File: src/rtl/cfg_lock_pkg.sv
package cfg_lock_pkg;

  // Register addresses
  localparam int unsigned CTRL_ADDR = 0;
  localparam int unsigned PROT_ADDR = 1;

  // Control word bit positions
  localparam int unsigned CTRL_LOCK_BIT   = 0;
  localparam int unsigned CTRL_ROUTE_BIT  = 1;
  localparam int unsigned CTRL_POLICY_BIT = 2;
  localparam int unsigned CTRL_ALT_BIT    = 3;

  // Protected word bit positions
  localparam int unsigned PROT_SWAP_BIT = 0;
  localparam int unsigned PROT_BOOT_LSB = 1;

  typedef enum logic [1:0] {
    SD_IDLE = 2'd0,
    SD_INIT = 2'd1,
    SD_RST  = 2'd2
  } sd_mode_e;

  typedef struct packed {
    logic       alt;
    logic       policy;
    logic       route;
    logic       lock;
  } ctrl_fields_t;

  typedef struct packed {
    logic [1:0] boot;
    logic       swap;
  } prot_fields_t;

endpackage

File: src/rtl/cfg_lock_regs.sv
module cfg_lock_regs
  import cfg_lock_pkg::*;
#(
  parameter int unsigned ADDR_W = 4,
  parameter int unsigned DATA_W = 32
) (
  input  logic              clk,
  input  logic              rst_n,
  input  logic              wr_en_i,
  input  logic              rd_en_i,
  input  logic [ADDR_W-1:0] addr_i,
  input  logic [DATA_W-1:0] wdata_i,
  output logic [DATA_W-1:0] rdata_o,
  output ctrl_fields_t      ctrl_o,
  output prot_fields_t      prot_o
);

  localparam logic [ADDR_W-1:0] A_CTRL = ADDR_W'(CTRL_ADDR);
  localparam logic [ADDR_W-1:0] A_PROT = ADDR_W'(PROT_ADDR);

  ctrl_fields_t      ctrl_q, ctrl_d;
  prot_fields_t      prot_q, prot_d;
  logic [DATA_W-1:0] rdata_q, rdata_d;
  logic              ctrl_we, prot_we;

  assign ctrl_we = wr_en_i && (addr_i == A_CTRL);
  assign prot_we = wr_en_i && (addr_i == A_PROT) && !ctrl_q.lock;

  always_comb begin
    ctrl_d = ctrl_q;
    if (ctrl_we) begin
      ctrl_d.lock   = ctrl_q.lock | wdata_i[CTRL_LOCK_BIT];
      ctrl_d.route  = wdata_i[CTRL_ROUTE_BIT];
      ctrl_d.policy = wdata_i[CTRL_POLICY_BIT];
      ctrl_d.alt    = wdata_i[CTRL_ALT_BIT];
    end
  end

  always_comb begin
    prot_d = prot_q;
    if (prot_we) begin
      prot_d.swap = wdata_i[PROT_SWAP_BIT];
      prot_d.boot = wdata_i[PROT_BOOT_LSB +: 2];
    end
  end

  always_comb begin
    rdata_d = rdata_q;
    if (rd_en_i) begin
      rdata_d = '0;
      if (addr_i == A_CTRL) begin
        rdata_d[CTRL_LOCK_BIT]   = ctrl_q.lock;
        rdata_d[CTRL_ROUTE_BIT]  = ctrl_q.route;
        rdata_d[CTRL_POLICY_BIT] = ctrl_q.policy;
        rdata_d[CTRL_ALT_BIT]    = ctrl_q.alt;
      end else if (addr_i == A_PROT) begin
        rdata_d[PROT_SWAP_BIT]      = prot_q.swap;
        rdata_d[PROT_BOOT_LSB +: 2] = prot_q.boot;
      end
    end
  end

  always_ff @(posedge clk or negedge rst_n) begin
    if (!rst_n) begin
      ctrl_q  <= '0;
      prot_q  <= '0;
      rdata_q <= '0;
    end else begin
      ctrl_q  <= ctrl_d;
      prot_q  <= prot_d;
      rdata_q <= rdata_d;
    end
  end

  assign rdata_o = rdata_q;
  assign ctrl_o  = ctrl_q;
  assign prot_o  = prot_q;

  assert_lock_sticky_R4: assert property (@(posedge clk) disable iff (!rst_n)
    ctrl_q.lock |=> ctrl_q.lock);

  assert_prot_frozen_R5: assert property (@(posedge clk) disable iff (!rst_n)
    ctrl_q.lock |=> $stable(prot_q));

  assert_reserved_zero_R9: assert property (@(posedge clk) disable iff (!rst_n)
    (rd_en_i && addr_i != A_CTRL && addr_i != A_PROT) |=> (rdata_o == '0));

  assert_rdata_hold_R9: assert property (@(posedge clk) disable iff (!rst_n)
    !rd_en_i |=> $stable(rdata_o));

endmodule

File: src/rtl/cfg_lock_shutdown.sv
module cfg_lock_shutdown
  import cfg_lock_pkg::*;
#(
  parameter int unsigned INIT_CYCLES = 16,
  parameter int unsigned RST_CYCLES  = 64
) (
  input  logic clk,
  input  logic rst_n,
  input  logic shut_msg_i,
  input  logic policy_i,
  output logic init_n_o,
  output logic prst_n_o
);

  localparam int unsigned MAX_CYC = (RST_CYCLES > INIT_CYCLES) ? RST_CYCLES : INIT_CYCLES;
  localparam int unsigned CNT_W   = (MAX_CYC > 1) ? $clog2(MAX_CYC) : 1;
  localparam logic [CNT_W-1:0] INIT_LOAD = CNT_W'(INIT_CYCLES - 1);
  localparam logic [CNT_W-1:0] RST_LOAD  = CNT_W'(RST_CYCLES - 1);

  sd_mode_e         mode_q, mode_d;
  logic [CNT_W-1:0] cnt_q, cnt_d;

  always_comb begin
    mode_d = mode_q;
    cnt_d  = cnt_q;
    unique case (mode_q)
      SD_IDLE: begin
        if (shut_msg_i) begin
          mode_d = policy_i ? SD_RST : SD_INIT;
          cnt_d  = policy_i ? RST_LOAD : INIT_LOAD;
        end
      end
      SD_INIT: begin
        if (shut_msg_i && policy_i) begin
          mode_d = SD_RST;
          cnt_d  = RST_LOAD;
        end else if (cnt_q == '0) begin
          mode_d = SD_IDLE;
        end else begin
          cnt_d = cnt_q - 1'b1;
        end
      end
      SD_RST: begin
        if (cnt_q == '0) begin
          mode_d = SD_IDLE;
        end else begin
          cnt_d = cnt_q - 1'b1;
        end
      end
      default: begin
        mode_d = SD_IDLE;
        cnt_d  = '0;
      end
    endcase
  end

  always_ff @(posedge clk or negedge rst_n) begin
    if (!rst_n) begin
      mode_q <= SD_IDLE;
      cnt_q  <= '0;
    end else begin
      mode_q <= mode_d;
      cnt_q  <= cnt_d;
    end
  end

  assign init_n_o = (mode_q != SD_INIT);
  assign prst_n_o = (mode_q != SD_RST);

  // Checker: run lengths of each low pulse
  logic [CNT_W:0] init_run_q, rst_run_q;
  always_ff @(posedge clk or negedge rst_n) begin
    if (!rst_n) begin
      init_run_q <= '0;
      rst_run_q  <= '0;
    end else begin
      init_run_q <= init_n_o ? '0 : init_run_q + 1'b1;
      rst_run_q  <= prst_n_o ? '0 : rst_run_q + 1'b1;
    end
  end

  assert_init_len_R6: assert property (@(posedge clk) disable iff (!rst_n)
    init_run_q <= (CNT_W+1)'(INIT_CYCLES));

  assert_rst_len_R7: assert property (@(posedge clk) disable iff (!rst_n)
    rst_run_q <= (CNT_W+1)'(RST_CYCLES));

  assert_init_cause_R6: assert property (@(posedge clk) disable iff (!rst_n)
    $fell(init_n_o) |-> $past(shut_msg_i && !policy_i));

  assert_rst_cause_R7: assert property (@(posedge clk) disable iff (!rst_n)
    $fell(prst_n_o) |-> $past(shut_msg_i && policy_i));

  assert_excl_R8: assert property (@(posedge clk) disable iff (!rst_n)
    init_n_o || prst_n_o);

endmodule

File: src/rtl/cfg_lock_ctrl.sv
module cfg_lock_ctrl
  import cfg_lock_pkg::*;
#(
  parameter int unsigned ADDR_W      = 4,
  parameter int unsigned DATA_W      = 32,
  parameter int unsigned INIT_CYCLES = 16,
  parameter int unsigned RST_CYCLES  = 64
) (
  input  logic              clk,
  input  logic              rst_n,
  input  logic              wr_en_i,
  input  logic              rd_en_i,
  input  logic [ADDR_W-1:0] addr_i,
  input  logic [DATA_W-1:0] wdata_i,
  output logic [DATA_W-1:0] rdata_o,
  input  logic              shut_msg_i,
  output logic              alt_access_o,
  output logic              route_pci_o,
  output logic              swap_o,
  output logic [1:0]        boot_dest_o,
  output logic              lock_o,
  output logic              init_n_o,
  output logic              prst_n_o
);

  ctrl_fields_t ctrl;
  prot_fields_t prot;

  cfg_lock_regs #(
    .ADDR_W (ADDR_W),
    .DATA_W (DATA_W)
  ) u_regs (
    .clk     (clk),
    .rst_n   (rst_n),
    .wr_en_i (wr_en_i),
    .rd_en_i (rd_en_i),
    .addr_i  (addr_i),
    .wdata_i (wdata_i),
    .rdata_o (rdata_o),
    .ctrl_o  (ctrl),
    .prot_o  (prot)
  );

  cfg_lock_shutdown #(
    .INIT_CYCLES (INIT_CYCLES),
    .RST_CYCLES  (RST_CYCLES)
  ) u_shutdown (
    .clk        (clk),
    .rst_n      (rst_n),
    .shut_msg_i (shut_msg_i),
    .policy_i   (ctrl.policy),
    .init_n_o   (init_n_o),
    .prst_n_o   (prst_n_o)
  );

  assign alt_access_o = ctrl.alt;
  assign route_pci_o  = ctrl.route;
  assign swap_o       = prot.swap;
  assign boot_dest_o  = prot.boot;
  assign lock_o       = ctrl.lock;

endmodule

File: config.mk
export PLATFORM = sky130hd
export DESIGN_NAME = cfg_lock_ctrl
export DESIGN_NICKNAME = d
export VERILOG_FILES = /design/src/rtl/cfg_lock_pkg.sv /design/src/rtl/cfg_lock_regs.sv /design/src/rtl/cfg_lock_shutdown.sv /design/src/rtl/cfg_lock_ctrl.sv
export SDC_FILE = /design/constraint.sdc
export NUM_CORES = 1
export LEC_CHECK = 0
export BUFFER_PORTS_ARGS = -buffer_cell sky130_fd_sc_hd__buf_2
export CAP_MARGIN = 10
export CORE_ASPECT_RATIO = 0.9
export CORE_MARGIN = 4
export CORE_UTILIZATION = 40
export DETAILED_ROUTE_END_ITERATION = 10
export PLACE_DENSITY = 0.77
export SYNTH_ARGS = -nofsm -noshare
export SYNTH_HDL_FRONTEND = slang
export SYNTH_SLANG_ARGS = --single-unit
File: constraint.sdc
create_clock -name clk -period 1.7 [get_ports clk]
set_input_delay 0.085 -clock clk [delete_from_list [all_inputs] [get_ports clk]]
set_output_delay 0.085 -clock clk [all_outputs]
set_load 0.1 [all_outputs]
# Word level (Yosys, flattened, before mapping)
# Index checks and enable logic that the tools add are counted.
[op_classes]
add_sub_neg = 1
mul = 0
n_div = 0
magnitude_cmp = 0
n_eq_ne = 6
shifts = 0
mux = 13
bitwise = 1
n_reduce_logical = 8
[ops]
columns = ["op", "count"]
rows = [
  ["2-to-1 mux 6 bit", 4],
  ["one-hot mux 6 bit (3 select lines)", 1],
  ["2-to-1 mux 2 bit", 4],
  ["logical NOT 6 bit", 1],
  ["2-to-1 mux 3 bit", 2],
  ["one-hot mux 2 bit (3 select lines)", 1],
  ["subtractor 6 x 1 -> 6 bit, second input constant", 1],
  ["equality test 4 x 1 -> 1 bit, second input constant", 1],
  ["logical AND 1 bit", 4],
  ["logical NOT 4 bit", 1],
  ["inequality test 2 bit, second input constant", 2],
  ["equality test 2 x 1 -> 1 bit, second input constant", 1],
  ["equality test 2 bit, second input constant", 1],
  ["logical NOT 2 bit", 1],
  ["inequality test 2 x 1 -> 1 bit, second input constant", 1],
  ["logical NOT 1 bit", 1],
  ["2-to-1 mux 1 bit", 1],
  ["OR 1 bit", 1],
]
[word_totals]
reg_bits = 19
latch_bits = 0
ramBits = 0
rom_bits = 0
input_bits = 41
output_inout_bits = 40
wordCells = 38
mem_count = 0

# Longest topological paths before layout
[depth]
ltp_word = 4
ltp_mapped = 6

# Modules after synthesis
# A second synthesis with hierarchy kept.
[unflattened]
cells_unflattened = 135
hier_area_um2 = 1273.7
[by_module_without_submodules]
columns = ["module", "n_inst", "cells_each", "area_per_inst_um2", "seq_area_each_um2"]
rows = [
  ["cfg_lock_regs", 1, 65, 698.2, 275.3],
  ["cfg_lock_shutdown", 1, 70, 575.6, 200.2],
]

# Worst setup path after synthesis
# Ideal clock, no wire load.
[synth_timing]
path_kind = "register -> register"
startpoint = "register u_shutdown.mode_q[1]"
endpoint = "register u_shutdown.cnt_q[4]"
setup_time_ps = 82
arrival_ps = 1682
path_slack_ps = -64
path_stages_with_launch = 5
n_path_buf = 1
cell_sequence = "dfrtp_1 buf_2 nand2b_1 and2_0 o22ai_1"
[synth_via]
elab_chain_len = 2
elab_cells_between_ends = 5
classes_between = "eq/ne: 3; mux: 1; reduce/logical: 1"
[synth_lines]
columns = ["item", "line_no", "text"]
rows = [
  ["start, declared", "cfg_lock_shutdown.sv:20", "sd_mode_e mode_q, mode_d;"],
  ["start signal, assigned", "cfg_lock_shutdown.sv:62", "mode_q <= mode_d;"],
  ["equality test 2 bit, or another cell as far along", "cfg_lock_shutdown.sv:26", "unique case (mode_q)"],
  ["one-hot mux 6 bit (3 select lines) or inequality test 2 bit (tied branches)", "n/a", ""],
  ["end signal, assigned", "cfg_lock_shutdown.sv:63", "cnt_q <= cnt_d;"],
  ["end, declared", "cfg_lock_shutdown.sv:21", "logic [CNT_W-1:0] cnt_q, cnt_d;"],
]
# Parallel ways exist; a longest one is shown, timed or not.
# A chain may end at the register's enable or synchronous reset.

# Worst setup path in the final report
[layout_timing]
startpoint = "register u_shutdown.mode_q[0]"
endpoint = "output prst_n_o"
[layout_via]
elab_chain_len = 1
[layout_lines]
columns = ["item", "line_no", "text"]
rows = [
  ["inequality test 2 bit", "cfg_lock_shutdown.sv:68", "assign prst_n_o = (mode_q != SD_RST);"],
  ["end, declared", "cfg_lock_ctrl.sv:23", "output logic prst_n_o"],
]
# Every way passes these cells.

==> impl_metrics.json <==
{
  "status": "complete, no violations",
  "antenna_found_initial": 0,
  "instances_no_fill": 191,
  "first_pass_iters": 4,
  "area_growth_pct": 9.26,
  "start_util_pct": 42.9,
  "ios": 81,
  "synthArstFlopShare_pct": 100,
  "gr-total-overflow": 0,
  "p_leak_nw": 0.638,
  "netlist_area_mm2": 0.00122,
  "fp.dieW_um": 66.1,
  "cts_made_buffers": 3,
  "hold_path.class": "in2reg",
  "num_vias": 881,
  "synth_edf_count": 0,
  "synth_top_cell_area_share_pct": 39.1,
  "wl_per_cell_um": 12.8,
  "root_buffer": "clkbuf_4",
  "fin_crit_ns": 1.57,
  "clkTransAtPathRegs_ns": 0.11,
  "ys_seq_elements": 19,
  "seq_area_frac_synth_pct": 39.1,
  "fin_tns_setup_ns": 0,
  "grt_use_total_pct": 12.1,
  "synth.distinct_cells": 35,
  "dp_hpwl_mm": 1.90,
  "postRouteAntennaNets": 0,
  "io_buffers": 24,
  "yosysTopAreaCell": "dfrtp_1",
  "hold_violations": 0,
  "final_util_pct": 46.8,
  "vias_per_cell": 4.61,
  "arrival_ns": 1.48,
  "finalSetupViolations": 0,
  "finalMaxSlewViolations": 0,
  "fin_crit_sh_pct": 92.2,
  "dp.cells": 184,
  "finalWirelength_mm": 2.45,
  "peakVddDrop_uv": 793,
  "synth.area.top_cells": "dfrtp_1 (39%), buf_4 (17%), mux2_2 (8.3%), a21oi_1 (2.9%), inv_1 (2.8%)",
  "yosysWarnings": 0,
  "rsz0062_at_grt": "false",
  "die_area_mm2": 0.00399,
  "worstSkewPairLatency_ns": 0.30,
  "syn_inst": 124,
  "drc": 0,
  "fin_skew_ns": 0.00472,
  "grt_pass1_vias": 851,
  "final_area_mm2": 0.00133,
  "crit_required_ns": 1.62,
  "drv_cap": 0,
  "grt_first_pass_wirelength_mm": 3.68,
  "die_height_um": 60.3,
  "crit_path_top_delay_cell": "dfrtp_1",
  "powerDensity_mw_per_mm2": 1780,
  "max_freq_ghz": 0.638,
  "final_nets": 195,
  "drt-initial-drc-count": 43,
  "crit_family": "flip-flops",
  "path_cells": "nand2b_2, buf_2",
  "cts_num_sinks": 19,
  "crit_path_max_fanout": 10,
  "synthFlopType": "dfrtp_1",
  "drive_gt1_share_pct": 31.8,
  "grt_max_degree": 20,
  "synth_commonest_cells": "buf_4 (28), dfrtp_1 (19), inv_1 (9), mux2_2 (9), a21oi_1 (7)",
  "placed_area_mm2": 0.00126,
  "tritoncts": "done",
  "yosysMostFrequentCell": "buf_4",
  "critPathMaxStageDelay_ns": 0.55,
  "synth_area_per_cell_um2": 9.81,
  "n_antenna_cell": 0,
  "clockBufferDepth": 2,
  "startpoint_type": "register",
  "ctsHtreeMaxLevel": 1,
  "gp_congestion": 0.886,
  "critPathCaptureType": "primary output",
  "post_cts_buffers": 0,
  "timing_worst_setup_path_type": "reg2out",
  "cp.buffers_inverters": 1,
  "rows": 18,
  "core_mm2": 0.00284
}
-- power by group --
group / internal [mW] / total, mW / switching [mW]
logic: 0.338 / 1.37 / 1.03
registers: 0.584 / 0.758 / 0.175
clock network: 0.0896 / 0.235 / 0.146
-- placed cells by master (no fill, tap or decap), drive strengths merged --
cell type     n
and2          3
clkbuf        3
ha            2
dfrtp        19
a31oi         3
nor3          3
mux2i         1
buf          24
nand4b        2
inv           9
a21oi         8
nand3         3
o22ai         2
a21boi        1
o22a          2
nor3b         2
nor2          5
conb         28
nand2         3
o21a          1
o31ai         1
a21o          2
a211oi        1
nand2b        2
a221oi        1
o21ba         1
dlygate4sd3   3
o21ai         6
clkinvlp      1
mux2          9
-- layer usage --
layer,track usage [%],routed length (um),part of all wire (%)
met3,4.51,162,6.6
met1,13.5,989,40
met5,0,0,0
met2,22.1,1270,52
met4,2.61,23,0.94
-- logic make-up (layout without fill, tap and decap cells) --
kind of cell / after synthesis / after routing / share of synthesized area (%)
AO/OA/AOI/OAI: 29 / 29 / 15.3
adder cells (fa/ha/maj): 2 / 2 / 2.06
buffers and inverters: 40 / 40 / 21.7
flip-flops: 19 / 19 / 39.1
multiplexers: 10 / 10 / 9.16
other: 1 / 28 / 0.308
AND/OR/NAND/NOR: 23 / 23 / 12.3
-- cell type report --
cell class | instances | area, um^2
Sequential cell | 19 | 475
Multi-Input combinational cell | 92 | 589
Clock buffer | 3 | 22.5
Clock inverter | 1 | 7.51
Tap cell | 40 | 50.0
Timing Repair Buffer | 27 | 150
Inverter | 9 | 33.8
Fill cell | 308 | 1510
-- what timing repair did --
item	4_1_cts	5_1_grt
setup endpoints to repair	0	2
hold endpoints to repair	21	0
hold buffers	3	0
gates resized for setup	0	2
-- worst reg2reg max path, cell delays in order (launching register included) --
cell and delay, ns:
dfrtp_1 0.44, inv_1 0.10, ha_1 0.19, nor3b_2 0.21, and2_2 0.23, a21oi_1 0.10, o22a_1 0.21
-- state kept, by name, indices dropped and copies added (netlist names) --
signal             cells
u_regs.ctrl_o          4
u_regs.rdata_o         4
u_regs.prot_o          3
u_shutdown.mode_q      2
u_shutdown.cnt_q       6
-- path summary, 6_finish.rpt --
path	start	to	slack [ns]	depth (start not counted)
worst max-delay path	u_shutdown.mode_q[0]$_DFFE_PN0P_	prst_n_o	0.13	2
worst min register to register	u_regs.ctrl_o[0]$_DFFE_PN0P_	u_regs.ctrl_o[0]$_DFFE_PN0P_	0.52	1
worst min-delay path	wdata_i[2]	u_regs.prot_o[2]$_DFFE_PN0P_	0.03	2
min in group asynchronous	rst_n	u_shutdown.cnt_q[3]$_DFFE_PN0P_	0.25	2
worst max register to register	u_shutdown.cnt_q[0]$_DFFE_PN0P_	u_shutdown.cnt_q[1]$_DFFE_PN0P_	0.13	6
max in group asynchronous	rst_n	u_shutdown.cnt_q[0]$_DFFE_PN0P_	1.16	2
-- stage by stage --
stage,hold WS (ns),setup slack (ns),total power [mW]
after floorplan,-0.211,0.0595,1.98
after global placement,0.0384,0.149,2.06
after detailed placement,0.0501,0.0563,2.11
after CTS,0.0124,0.0344,2.37
after global routing,0.0127,0.0286,2.49
final,0.0265,0.132,2.36
Power figures use the tool's default switching activity.
